[config.mk]
export PLATFORM = sky130hd
export DESIGN_NAME = exc_unit
export DESIGN_NICKNAME = d
export VERILOG_FILES = /design/src/rtl/exc_pkg.sv /design/src/rtl/exc_ctrl.sv /design/src/rtl/exc_regs.sv /design/src/rtl/exc_unit.sv
export SDC_FILE = /design/constraint.sdc
export NUM_CORES = 1
export LEC_CHECK = 0
export BUFFER_PORTS_ARGS = -buffer_cell sky130_fd_sc_hd__buf_2
export CORE_MARGIN = 2
export CORE_UTILIZATION = 47
export DETAILED_ROUTE_END_ITERATION = 6
export GPL_ROUTABILITY_DRIVEN = 0
export GPL_TIMING_DRIVEN = 0
export PLACE_DENSITY = 0.95
export SYNTH_ARGS = -nofsm -noshare
export SYNTH_HDL_FRONTEND = slang
export SYNTH_HIERARCHICAL = 1
export SYNTH_SLANG_ARGS = --single-unit
[constraint.sdc]
create_clock -name clk -period 3.2 [get_ports clk]
set_clock_uncertainty 0.15 [all_clocks]
set_input_delay 0.16 -clock clk [delete_from_list [all_inputs] [get_ports clk]]
set_output_delay 0.16 -clock clk [all_outputs]
set_load 0.02 [all_outputs]
[src/rtl/exc_pkg.sv]
package exc_pkg;
  // strobes from the exception sequencer to the capture datapath
  typedef struct packed {
    logic epcWrite;
    logic causeWrite;
    logic intCause;     // 0: undefined opcode, 1: overflow
    logic takeVector;
  } excStrobeT;
endpackage

[src/rtl/exc_ctrl.sv]
module exc_ctrl
  import exc_pkg::*;
#(
  parameter int STATE_W      = 4,
  parameter int DECODE_STATE = 1,
  parameter int REXEC_STATE  = 6
) (
  input  logic               clk,
  input  logic               rstN,
  input  logic [STATE_W-1:0] ctrlState,
  input  logic               opValid,
  input  logic               aluOverflow,
  output excStrobeT          strobes,
  output logic               excStep
);
  localparam logic [STATE_W-1:0] DecodeCode = STATE_W'(DECODE_STATE);
  localparam logic [STATE_W-1:0] RexecCode  = STATE_W'(REXEC_STATE);

  logic stepQ;
  logic causeQ;
  logic undefHit;
  logic ovfHit;

  assign undefHit = (ctrlState == DecodeCode) && !opValid && !stepQ;
  assign ovfHit   = (ctrlState == RexecCode) && aluOverflow && !stepQ;

  always_ff @(posedge clk) begin
    if (!rstN) begin
      stepQ  <= 1'b0;
      causeQ <= 1'b0;
    end else begin
      stepQ <= undefHit | ovfHit;
      if (undefHit | ovfHit) causeQ <= ovfHit;
    end
  end

  always_comb begin
    strobes.epcWrite   = stepQ;
    strobes.causeWrite = stepQ;
    strobes.intCause   = causeQ;
    strobes.takeVector = stepQ;
  end
  assign excStep = stepQ;

  // the step never extends past one cycle
  assert_single_step_R6: assert property (@(posedge clk) disable iff (!rstN)
    excStep |=> !excStep);

  // an unrecognised opcode in decode leads to a step
  assert_undef_trigger_R2: assert property (@(posedge clk) disable iff (!rstN)
    (ctrlState == DecodeCode && !opValid && !excStep) |=> excStep);

  // an overflow in R-type execute leads to a step that reports overflow
  assert_ovf_trigger_R3: assert property (@(posedge clk) disable iff (!rstN)
    (ctrlState == RexecCode && aluOverflow && !excStep) |=> (excStep && strobes.intCause));
endmodule

[src/rtl/exc_regs.sv]
module exc_regs
  import exc_pkg::*;
#(
  parameter int               XLEN    = 32,
  parameter int               PC_STEP = 4,
  parameter logic [XLEN-1:0]  VECTOR  = 32'hC000_0000
) (
  input  logic            clk,
  input  logic            rstN,
  input  excStrobeT       strobes,
  input  logic [XLEN-1:0] pcValue,
  input  logic [1:0]      pcSrcIn,
  input  logic            pcWriteIn,
  input  logic            regWriteIn,
  output logic [1:0]      pcSrcOut,
  output logic            pcWriteOut,
  output logic            regWriteOut,
  output logic [XLEN-1:0] vectorAddr,
  output logic [XLEN-1:0] epcOut,
  output logic [XLEN-1:0] causeOut
);
  localparam logic [1:0]      SrcVector = 2'b11;
  localparam logic [XLEN-1:0] StepWord  = XLEN'(PC_STEP);

  logic [XLEN-1:0] epcQ;
  logic [XLEN-1:0] causeQ;

  always_ff @(posedge clk) begin
    if (!rstN) begin
      epcQ   <= '0;
      causeQ <= '0;
    end else begin
      if (strobes.epcWrite)   epcQ   <= pcValue - StepWord;
      if (strobes.causeWrite) causeQ <= {{(XLEN-1){1'b0}}, strobes.intCause};
    end
  end

  always_comb begin
    pcSrcOut    = strobes.takeVector ? SrcVector : pcSrcIn;
    pcWriteOut  = strobes.takeVector | pcWriteIn;
    regWriteOut = regWriteIn & ~strobes.takeVector;
  end

  assign vectorAddr = VECTOR;
  assign epcOut     = epcQ;
  assign causeOut   = causeQ;

  // saved address is the previous cycle's PC less one instruction
  assert_epc_value_R4: assert property (@(posedge clk) disable iff (!rstN)
    strobes.epcWrite |=> epcOut == $past(pcValue) - StepWord);

  // only the lowest cause bit may ever be set
  assert_cause_upper_R5: assert property (@(posedge clk) disable iff (!rstN)
    causeOut[XLEN-1:1] == '0);

  // both registers hold outside the step
  assert_regs_hold_R10: assert property (@(posedge clk) disable iff (!rstN)
    !strobes.epcWrite |=> ($stable(epcOut) && $stable(causeOut)));
endmodule

[src/rtl/exc_unit.sv]
module exc_unit
  import exc_pkg::*;
#(
  parameter int              XLEN         = 32,
  parameter int              STATE_W      = 4,
  parameter int              DECODE_STATE = 1,
  parameter int              REXEC_STATE  = 6,
  parameter int              PC_STEP      = 4,
  parameter logic [XLEN-1:0] VECTOR       = 32'hC000_0000
) (
  input  logic               clk,
  input  logic               rstN,
  input  logic [STATE_W-1:0] ctrlState,
  input  logic               opValid,
  input  logic               aluOverflow,
  input  logic [XLEN-1:0]    pcValue,
  input  logic [1:0]         pcSrcIn,
  input  logic               pcWriteIn,
  input  logic               regWriteIn,
  output logic [1:0]         pcSrcOut,
  output logic               pcWriteOut,
  output logic               regWriteOut,
  output logic               excStep,
  output logic [XLEN-1:0]    vectorAddr,
  output logic [XLEN-1:0]    epcOut,
  output logic [XLEN-1:0]    causeOut
);
  excStrobeT strobes;

  exc_ctrl #(
    .STATE_W(STATE_W), .DECODE_STATE(DECODE_STATE), .REXEC_STATE(REXEC_STATE)
  ) uCtrl (
    .clk(clk), .rstN(rstN), .ctrlState(ctrlState), .opValid(opValid),
    .aluOverflow(aluOverflow), .strobes(strobes), .excStep(excStep)
  );

  exc_regs #(
    .XLEN(XLEN), .PC_STEP(PC_STEP), .VECTOR(VECTOR)
  ) uRegs (
    .clk(clk), .rstN(rstN), .strobes(strobes), .pcValue(pcValue),
    .pcSrcIn(pcSrcIn), .pcWriteIn(pcWriteIn), .regWriteIn(regWriteIn),
    .pcSrcOut(pcSrcOut), .pcWriteOut(pcWriteOut), .regWriteOut(regWriteOut),
    .vectorAddr(vectorAddr), .epcOut(epcOut), .causeOut(causeOut)
  );

  // during the step the PC is forced to the vector and writes are squashed
  assert_step_override_R2: assert property (@(posedge clk) disable iff (!rstN)
    excStep |-> (pcSrcOut == 2'b11 && pcWriteOut && !regWriteOut));

  // outside the step the sequencer requests pass unchanged
  assert_passthrough_R7: assert property (@(posedge clk) disable iff (!rstN)
    !excStep |-> (pcSrcOut == pcSrcIn && pcWriteOut == pcWriteIn && regWriteOut == regWriteIn));
endmodule

==> results of run 1 <==
==> tightest hold or removal path, stage by stage <==
cell     delay [ns]
buf_2          0.10
o31ai_1        0.05
a31oi_1        0.07
==> Yosys cell counts, types with 2 or more instances <==
master,count
mux2i_1,3
a31oi_1,12
a211oi_1,6
or3_1,5
clkbuf_1,13
nand4_1,6
buf_4,67
inv_1,4
dfxtp_1,35
nor4_1,4
nor3_1,7
or4_1,9
o21ai_0,28
a311oi_1,2
xnor2_1,2
nor2b_1,2
nor2_1,16
or2_2,7
nand3_1,4
a21oi_1,10
o31ai_1,9
xor2_1,10
nor4b_4,2
nand2_1,10
conb_1,2
nand3b_1,2
==> registers in the layout, indices dropped and copies added (netlist names) <==
signal,cells
uCtrl/causeQ,1
uRegs/epcOut,32
uRegs/causeOut,1
uCtrl/excStep,1
==> cells by family after synthesis <==
logic type / count (synthesis)
fa+ha+maj: 1
other cells: 2
flops: 35
buf+inv: 85
compound gates: 70
mux: 3
xor+xnor: 12
simple gates: 82
==> per-layer routing <==
metal  wire [um]  share of wire
met3         612          0.099
met1        2470           0.40
met4          93          0.015
met5           0              0
met2        3040           0.49
==> metrics by stage <==
| step | hold slack [ns] | utilization | worst slack [ns] |
|---|---|---|---|
| global placement | 0.248 | 0.642 | 1.01 |
| finish | 0.00435 | 0.667 | 0.610 |
| CTS | 0.00128 | 0.667 | 0.646 |
| floorplan | 0.108 | - | 1.35 |
| detailed placement | 0.255 | 0.642 | 0.903 |
| global route | 0.0301 | 0.667 | 0.449 |
==> cells in the final DEF (no fill, tap or decap), types with 7 or more instances in the layout <==
cell and instances:
or4_1 9, dfxtp_1 35, conb_1 63, clkbuf_1 15, nand2_1 10, nor2_1 16
a21oi_1 10, nor3_1 7, or2_2 7, o21ai_0 28, xor2_1 10, a31oi_1 12
buf_2 82, buf_4 67, o31ai_1 9
==> where the power goes <==
| part | switching [mW] | internal (mW) | total, mW |
|---|---|---|---|
| logic | 0.159 | 0.109 | 0.268 |
| clock network | 0.150 | 0.153 | 0.303 |
| registers | 0.00447 | 0.445 | 0.450 |
==> final timing paths <==
check / start / cells after the start / end
max reg2reg: uCtrl/excStep / 5 / uRegs/epcOut[21]
max: pcValue[2] / 9 / uRegs/epcOut[24]
min: pcValue[31] / 3 / uRegs/epcOut[31]
min reg2reg: uRegs/epcOut[2] / 2 / uRegs/epcOut[2]
==> final cells by class <==
cell class | count | area [um2]
plain buffers | 81 | 557
repair buffers | 85 | 445
multi-input cells | 231 | 1310
clock buffers | 7 | 76.3
clock inverters | 1 | 5.00
fillers | 452 | 1590
inverters | 4 | 15.0
flip-flops and latches | 35 | 701
well taps | 67 | 83.8
==> report_table.html, run 1 <==
<table>
<tr><th>Metric</th><th>Value</th></tr>
<tr><th colspan="2">Clocking</th></tr>
<tr><td>CTS buffer count</td><td>5</td></tr>
<tr><td>Clock Root Buffer</td><td>clkbuf_8</td></tr>
<tr><td>Resize count post-CTS</td><td>0</td></tr>
<tr><td>H-tree Lvls</td><td>2</td></tr>
<tr><td>Later-pin clock latency in the skew report</td><td>approximately 0.28 ns</td></tr>
<tr><td>Cts-stage hold buffer count</td><td>4</td></tr>
<tr><td>Clock Pin Slew Worst Setup and Hold Paths</td><td>roughly 0.070 ns</td></tr>
<tr><td>TritonCTS clock tree</td><td>done</td></tr>
<tr><td>Total number of clock tree sinks</td><td>35</td></tr>
<tr><td>Maximum root-to-sink buffer count</td><td>2</td></tr>
<tr><td>Number of buffers inserted by post-CTS setup repair</td><td>0</td></tr>
<tr><th colspan="2">Timing</th></tr>
<tr><td>Crit path time final</td><td>between 2 and 3 ns</td></tr>
<tr><td>Max-slew headroom at the worst pin</td><td>0.599</td></tr>
<tr><td>Unrepaired setup endpoints after global routing</td><td>no</td></tr>
<tr><td>Final worst-path cycle share</td><td>0.809</td></tr>
<tr><td>Final hold violations</td><td>0</td></tr>
<tr><td>Transition at the pin with the smallest max-transition slack</td><td>0.596 ns</td></tr>
<tr><td># setup viols final</td><td>0</td></tr>
<tr><td>Timing-limited maximum frequency</td><td>~390 MHz</td></tr>
<tr><td>Final Max Tran Viols</td><td>0</td></tr>
<tr><td>Setup_tns</td><td>0 ns</td></tr>
<tr><th colspan="2">Setup path</th></tr>
<tr><td>CP max stage delay</td><td>about 0.56 ns</td></tr>
<tr><td>Family with the most delay on the worst path</td><td>simple AND/OR/NAND/NOR gates</td></tr>
<tr><td>Arrival time of the worst setup path</td><td>between 2 and 3 ns</td></tr>
<tr><td>Maximum fanout encountered on the critical timing path</td><td>10</td></tr>
<tr><td>R2R Setup Slk</td><td>1.11 ns</td></tr>
<tr><td>Required time of the critical path</td><td>3.26 ns</td></tr>
<tr><td>Setup crit end kind</td><td>flip-flop</td></tr>
<tr><td>Cell-by-cell trace of the critical path</td><td>dlygate4sd3_1, buf_2, inv_1, ha_1, nor4b_4, nand2_1, clkbuf_1, or4_1, a31oi_1</td></tr>
<tr><td>Critical-path cell with the highest stage delay</td><td>or4_1</td></tr>
<tr><td>Worst setup path class</td><td>in -&gt; reg</td></tr>
<tr><td>Number of buffer and inverter instances along the worst setup path</td><td>4</td></tr>
<tr><td>Startpoint Class</td><td>primary input</td></tr>
<tr><th colspan="2">Synthesis</th></tr>
<tr><td>Number of cells produced by synthesis</td><td>290</td></tr>
<tr><td>Area contributors post-synth</td><td>dfxtp_1 (30%), buf_4 (21%), o21ai_0 (6.0%), xor2_1 (3.7%), a31oi_1 (3.2%)</td></tr>
<tr><td>Post-synthesis cell type with the largest combined area</td><td>dfxtp_1</td></tr>
<tr><td>Area share of the largest cell type after synthesis</td><td>0.298</td></tr>
<tr><td>Async set-reset flop share out of synthesis</td><td>0</td></tr>
<tr><td>Post-Synth Adder-Cell Area</td><td>0.00532</td></tr>
<tr><td>Synthesized-area fraction occupied by ao, oa, aoi and oai cells</td><td>0.180</td></tr>
<tr><td>Combinational family with the most area after synthesis</td><td>buffers and inverters</td></tr>
<tr><td>Mux cell area share after synthesis</td><td>0.0128</td></tr>
<tr><td>Warnings, synthesis</td><td>6</td></tr>
<tr><td>Synthesized area per cell</td><td>~8.1 um2</td></tr>
<tr><td>Distinct cells, synth</td><td>39</td></tr>
<tr><td>Number of enable flip-flop cells after synthesis</td><td>0</td></tr>
<tr><td>Fraction of the mapped netlist area in simple logic gates</td><td>0.213</td></tr>
<tr><td>Register bit count reported by yosys</td><td>35</td></tr>
<tr><td>Portion of the post-synthesis area used by sequential elements</td><td>0.298</td></tr>
<tr><td>Xor/xnor cell area share of the yosys netlist</td><td>0.0447</td></tr>
<tr><td>Most common flop cell mapped by yosys</td><td>dfxtp_1</td></tr>
<tr><td>Post-Syn Area</td><td>around 2400 um2</td></tr>
<tr><th colspan="2">Detailed routing</th></tr>
<tr><td>Drt total wl</td><td>approximately 6200 um</td></tr>
<tr><td>Iter 0 DRT Violations</td><td>between 150 and 200</td></tr>
<tr><td>Number of nets with antenna violations after routing</td><td>0</td></tr>
<tr><td>Number of optimization iterations in the first detailed-route pass</td><td>4</td></tr>
<tr><td>DRC</td><td>0</td></tr>
<tr><td>Wire length per cell after detailed routing</td><td>~12 um</td></tr>
<tr><td>Detail-routed via count per cell</td><td>4.76</td></tr>
<tr><td>Total via count after detailed routing</td><td>2432</td></tr>
<tr><th colspan="2">Global routing</th></tr>
<tr><td>Routing usage on met1</td><td>0.265</td></tr>
<tr><td>Pin count of the biggest net entering global routing</td><td>11</td></tr>
<tr><td>Wire length of the first global-routing pass</td><td>just over 9000 um</td></tr>
<tr><td>GR Overflow Total</td><td>0</td></tr>
<tr><td>Initial antenna violation count</td><td>0</td></tr>
<tr><td>Grt met2 use</td><td>0.359</td></tr>
<tr><td>Via count of the first global-routing pass</td><td>~2.1k</td></tr>
<tr><td>M3 GR Usage</td><td>0.0442</td></tr>
<tr><td>Top Usage Layer GRT</td><td>met2</td></tr>
<tr><td>Overall track demand over capacity in global routing</td><td>0.213</td></tr>
<tr><th colspan="2">Final layout</th></tr>
<tr><td>Layout cell share with drive strength beyond 1</td><td>0.376</td></tr>
<tr><td>Fin nets</td><td>488</td></tr>
<tr><td>Number of antenna cells inserted</td><td>0</td></tr>
<tr><td>Design Area, Final</td><td>3190 um2</td></tr>
<tr><td>Number of cells in the finished layout apart from fillers</td><td>~500</td></tr>
<tr><td>Growth of design area from synthesis to finish</td><td>35.7%</td></tr>
<tr><th colspan="2">Die</th></tr>
<tr><td>Number of top-level design ports</td><td>145</td></tr>
<tr><td>Core box area</td><td>~4800 um2</td></tr>
<tr><td>Die ar.</td><td>5590 um2</td></tr>
<tr><td>Vert. Die Dim</td><td>74.7 um</td></tr>
<tr><td>Std-Cell Rows</td><td>25</td></tr>
<tr><td>Die span in x</td><td>around 75 um</td></tr>
<tr><td>Initial standard-cell utilization of the core</td><td>0.492</td></tr>
<tr><th colspan="2">Status</th></tr>
<tr><td>Result of the run</td><td>complete, no violations</td></tr>
<tr><th colspan="2">Min path</th></tr>
<tr><td>Worst min path class</td><td>in -&gt; reg</td></tr>
<tr><th colspan="2">Pwr</th></tr>
<tr><td>Leakage</td><td>approximately 1.6 nW</td></tr>
<tr><td>Total design power</td><td>between 1 and 1.5 mW</td></tr>
<tr><td>Pwr per Cell Area</td><td>approximately 320 nW/um2</td></tr>
<tr><td>Worst supply voltage drop on vdd</td><td>approximately 0.00024 V</td></tr>
<tr><th colspan="2">Placement</th></tr>
<tr><td>Final HPWL from detailed placement</td><td>just under 5000 um</td></tr>
<tr><td>Number of placed instances with taps included</td><td>approximately 500</td></tr>
<tr><td>Port Buffer Count</td><td>slightly above 80</td></tr>
<tr><td>Cell area after placement</td><td>3070 um2</td></tr>
<tr><th colspan="2">Run</th></tr>
<tr><td>Number of max-cap violations</td><td>0</td></tr>
</table>
Note: power is estimated with default switching activity, not from simulation.
==> run 2: changes to the inputs <==
--- a/config.mk
+++ b/config.mk
@@ -7,11 +7,11 @@
 export LEC_CHECK = 0
 export BUFFER_PORTS_ARGS = -buffer_cell sky130_fd_sc_hd__buf_2
 export CORE_MARGIN = 2
-export CORE_UTILIZATION = 47
+export CORE_UTILIZATION = 39
 export DETAILED_ROUTE_END_ITERATION = 6
 export GPL_ROUTABILITY_DRIVEN = 0
 export GPL_TIMING_DRIVEN = 0
-export PLACE_DENSITY = 0.95
+export PLACE_DENSITY = 0.86
 export SYNTH_ARGS = -nofsm -noshare
 export SYNTH_HDL_FRONTEND = slang
 export SYNTH_HIERARCHICAL = 1
==> constraint.sdc (replaced) <==
create_clock -name clk -period 2.3 [get_ports clk]
set_clock_uncertainty 0.15 [all_clocks]
set_input_delay 0.115 -clock clk [delete_from_list [all_inputs] [get_ports clk]]
set_output_delay 0.115 -clock clk [all_outputs]
set_load 0.02 [all_outputs]
==> run 2 against run 1 <==
Net effect: combinational power is 47% higher; flip-flop and latch count stayed put; highest routed layer unchanged; sequential share of layout area is 1.3 points lower; critical path depth is 3 lower.
==> report_table.html, run 2 (synthesized netlist as in run 1, its figures left out) <==
<table>
<tr><th>Metric</th><th>Value</th></tr>
<tr><th colspan="2">Detailed routing</th></tr>
<tr><td>DRC</td><td>0</td></tr>
<tr><td>Wire length per cell after detailed routing</td><td>11.8 um</td></tr>
<tr><td>Number of nets with antenna violations after routing</td><td>0</td></tr>
<tr><td>Drt total wl</td><td>6330 um</td></tr>
<tr><td>Detail-routed via count per cell</td><td>roughly 4.5</td></tr>
<tr><td>Number of optimization iterations in the first detailed-route pass</td><td>4</td></tr>
<tr><td>Iter 0 DRT Violations</td><td>around 150</td></tr>
<tr><td>Total via count after detailed routing</td><td>2429</td></tr>
<tr><th colspan="2">Timing</th></tr>
<tr><td>Max-slew headroom at the worst pin</td><td>0.609</td></tr>
<tr><td>Timing-limited maximum frequency</td><td>between 400 and 500 MHz</td></tr>
<tr><td>Final hold violations</td><td>0</td></tr>
<tr><td>Final Max Tran Viols</td><td>0</td></tr>
<tr><td>Setup_tns</td><td>0 ns</td></tr>
<tr><td>Minimum hold slack</td><td>around 0.035 ns</td></tr>
<tr><td>Crit path time final</td><td>2.18 ns</td></tr>
<tr><td>Transition at the pin with the smallest max-transition slack</td><td>0.582 ns</td></tr>
<tr><td>Final worst-path cycle share</td><td>0.946</td></tr>
<tr><td>Unrepaired setup endpoints after global routing</td><td>no</td></tr>
<tr><td># setup viols final</td><td>0</td></tr>
<tr><th colspan="2">Setup path</th></tr>
<tr><td>Number of buffer and inverter instances along the worst setup path</td><td>2</td></tr>
<tr><td>Required time of the critical path</td><td>2.37 ns</td></tr>
<tr><td>Reg2Reg Capture Point</td><td>uRegs/epcOut[24]</td></tr>
<tr><td>Maximum fanout encountered on the critical timing path</td><td>4</td></tr>
<tr><td>Family with the most delay on the worst path</td><td>simple AND/OR/NAND/NOR gates</td></tr>
<tr><td>Worst r2r path cells</td><td>5</td></tr>
<tr><td>CP max stage delay</td><td>around 0.55 ns</td></tr>
<tr><td>Worst setup path class</td><td>in -&gt; reg</td></tr>
<tr><td>Arrival time of the worst setup path</td><td>roughly 2.3 ns</td></tr>
<tr><td>Startpoint Class</td><td>primary input</td></tr>
<tr><td>R2R Setup Slk</td><td>about 0.19 ns</td></tr>
<tr><td>Setup crit end kind</td><td>flip-flop</td></tr>
<tr><td>Cell-by-cell trace of the critical path</td><td>dlygate4sd3_1, buf_2, or4_4, or3_1, or4_1, a31oi_1</td></tr>
<tr><td>Crit Reg-Reg Startpoint</td><td>uCtrl/excStep</td></tr>
<tr><td>Critical-path cell with the highest stage delay</td><td>or4_4</td></tr>
<tr><th colspan="2">Placement</th></tr>
<tr><td>Final HPWL from detailed placement</td><td>between 4000 and 5000 um</td></tr>
<tr><td>Port Buffer Count</td><td>81</td></tr>
<tr><th colspan="2">Die</th></tr>
<tr><td>Core box area</td><td>5890 um2</td></tr>
<tr><td>Initial standard-cell utilization of the core</td><td>0.400</td></tr>
<tr><td>Die ar.</td><td>6670 um2</td></tr>
<tr><td>Die span in x</td><td>~80 um</td></tr>
<tr><td>Std-Cell Rows</td><td>28</td></tr>
<tr><td>Number of top-level design ports</td><td>roughly 150</td></tr>
<tr><td>Vert. Die Dim</td><td>81.7 um</td></tr>
<tr><th colspan="2">Clocking</th></tr>
<tr><td>Clock Root Buffer</td><td>clkbuf_8</td></tr>
<tr><td>Clock Pin Slew Worst Setup and Hold Paths</td><td>0.07 ns</td></tr>
<tr><td>H-tree Lvls</td><td>2</td></tr>
<tr><td>Later-pin clock latency in the skew report</td><td>0.28 ns</td></tr>
<tr><td>CTS buffer count</td><td>5</td></tr>
<tr><td>TritonCTS clock tree</td><td>done</td></tr>
<tr><td>Maximum root-to-sink buffer count</td><td>2</td></tr>
<tr><td>Total number of clock tree sinks</td><td>35</td></tr>
<tr><th colspan="2">Status</th></tr>
<tr><td>Result of the run</td><td>complete, no violations</td></tr>
<tr><th colspan="2">Run</th></tr>
<tr><td>Number of max-cap violations</td><td>0</td></tr>
<tr><th colspan="2">Min path</th></tr>
<tr><td>Worst min path class</td><td>in -&gt; reg</td></tr>
<tr><td>Worst min-delay path endpoint</td><td>uRegs/epcOut[18]</td></tr>
<tr><td>Number of instances on the worst hold path</td><td>3</td></tr>
<tr><td>Hold wc startpoint</td><td>pcValue[18]</td></tr>
<tr><th colspan="2">Global routing</th></tr>
<tr><td>GR Overflow Total</td><td>0</td></tr>
<tr><td>Wire length of the first global-routing pass</td><td>between 9000 and 10000 um</td></tr>
<tr><td>Initial antenna violation count</td><td>0</td></tr>
<tr><td>Overall track demand over capacity in global routing</td><td>0.186</td></tr>
<tr><td>Via count of the first global-routing pass</td><td>between 2k and 2.5k</td></tr>
<tr><td>Pin count of the biggest net entering global routing</td><td>11</td></tr>
<tr><th colspan="2">Final layout</th></tr>
<tr><td># fillers</td><td>593</td></tr>
<tr><td>Fin nets</td><td>a little over 500</td></tr>
<tr><td>Most common cell after layout, fill and taps aside</td><td>buf_2</td></tr>
<tr><td>Flip-flop count of the largest register after layout</td><td>32</td></tr>
<tr><td>Growth of design area from synthesis to finish</td><td>44.6%</td></tr>
<tr><td>Layout cell share with drive strength beyond 1</td><td>0.379</td></tr>
<tr><td>Most frequent cells in the layout</td><td>buf_2 (82), buf_4 (69), conb_1 (63), dfxtp_1 (35), o21ai_0 (28)</td></tr>
<tr><td>Number of antenna cells inserted</td><td>0</td></tr>
<tr><th colspan="2">Pwr</th></tr>
<tr><td>Total design power</td><td>roughly 1.6 mW</td></tr>
<tr><td>Worst supply voltage drop on vdd</td><td>0.000243 V</td></tr>
<tr><td>Leakage</td><td>1.66 nW</td></tr>
<tr><td>Pwr per Cell Area</td><td>roughly 460 nW/um2</td></tr>
</table>
==> run 2: cell types whose count changed in the layout (fill, tap and decap cells not counted), sizes merged <==
cell | previous run | this run
buf | 149 | 151
dlygate4sd3 | 4 | 18
clkinv | 1 | 0
bufinv | 0 | 1
clkbuf | 20 | 19
==> run 2: report_power, final <==
part	internal, mW	switching [mW]
Sequential	0.619	0.00654
Clock	0.318	0.214
Combinational	0.168	0.225
Total	1.11	0.446
==> run 2: cell type report <==
cell class	instances	area [um2]	share of cell area
multi-input cells	231	1330	0.391
clock buffers	6	72.6	0.0213
clock inverters	1	30.0	0.00883
plain buffers	81	558	0.164
well taps	75	93.8	0.0276
repair buffers	101	601	0.177
flip-flops and latches	35	701	0.206
inverters	4	15.0	0.00442
==> run 2: layer usage <==
layer	GRT usage	part of all wire
met3	0.0626	0.11
met5	0	0
met4	0.0450	0.0081
met1	0.217	0.40
met2	0.327	0.48
==> run 2: worst reg2reg max path: stages, from the launching register on <==
cell and delay, ns:
dfxtp_1 0.40, buf_4 0.13, clkbuf_1 0.32, clkbuf_1 0.38, clkbuf_1 0.43, a31oi_1 0.17
==> run 2: timing repair <==
action                     CTS  global route
hold buffers                18             0
hold endpoints to repair    18             0
setup endpoints to repair    0            10
setup buffers                0             2
gates resized for setup      0             6
==> run 2: worst max-delay path by stage <==
stage	from	endpoint	slack [ns]	cells past startpoint
3_3_place_gp	pcValue[2]	uRegs/epcOut[30]	0.13	8
6_report	pcValue[17]	uRegs/epcOut[27]	0.12	6
4_1_cts	pcValue[10]	uRegs/epcOut[24]	0.003	7
2_1_floorplan	uCtrl/excStep	uRegs/epcOut[10]	0.48	5
3_5_place_dp	pcValue[2]	uRegs/epcOut[24]	0.02	8
5_1_grt	pcValue[17]	uRegs/epcOut[27]	0.006	6
==> run 2: per-stage QoR <==
| step | setup WS (ns) | util | std cells | cell area [um2] |
|---|---|---|---|---|
| 2_1_floorplan | 0.480 | - | 351 | 2580 |
| 3_3_place_gp | 0.133 | 0.523 | 507 | 3080 |
| 3_5_place_dp | 0.0189 | 0.523 | 507 | 3080 |
| 4_1_cts | 0.00281 | 0.571 | 532 | 3360 |
| 5_1_grt | 0.00642 | 0.578 | 534 | 3400 |
| 6_report | 0.123 | 0.578 | 534 | 3400 |
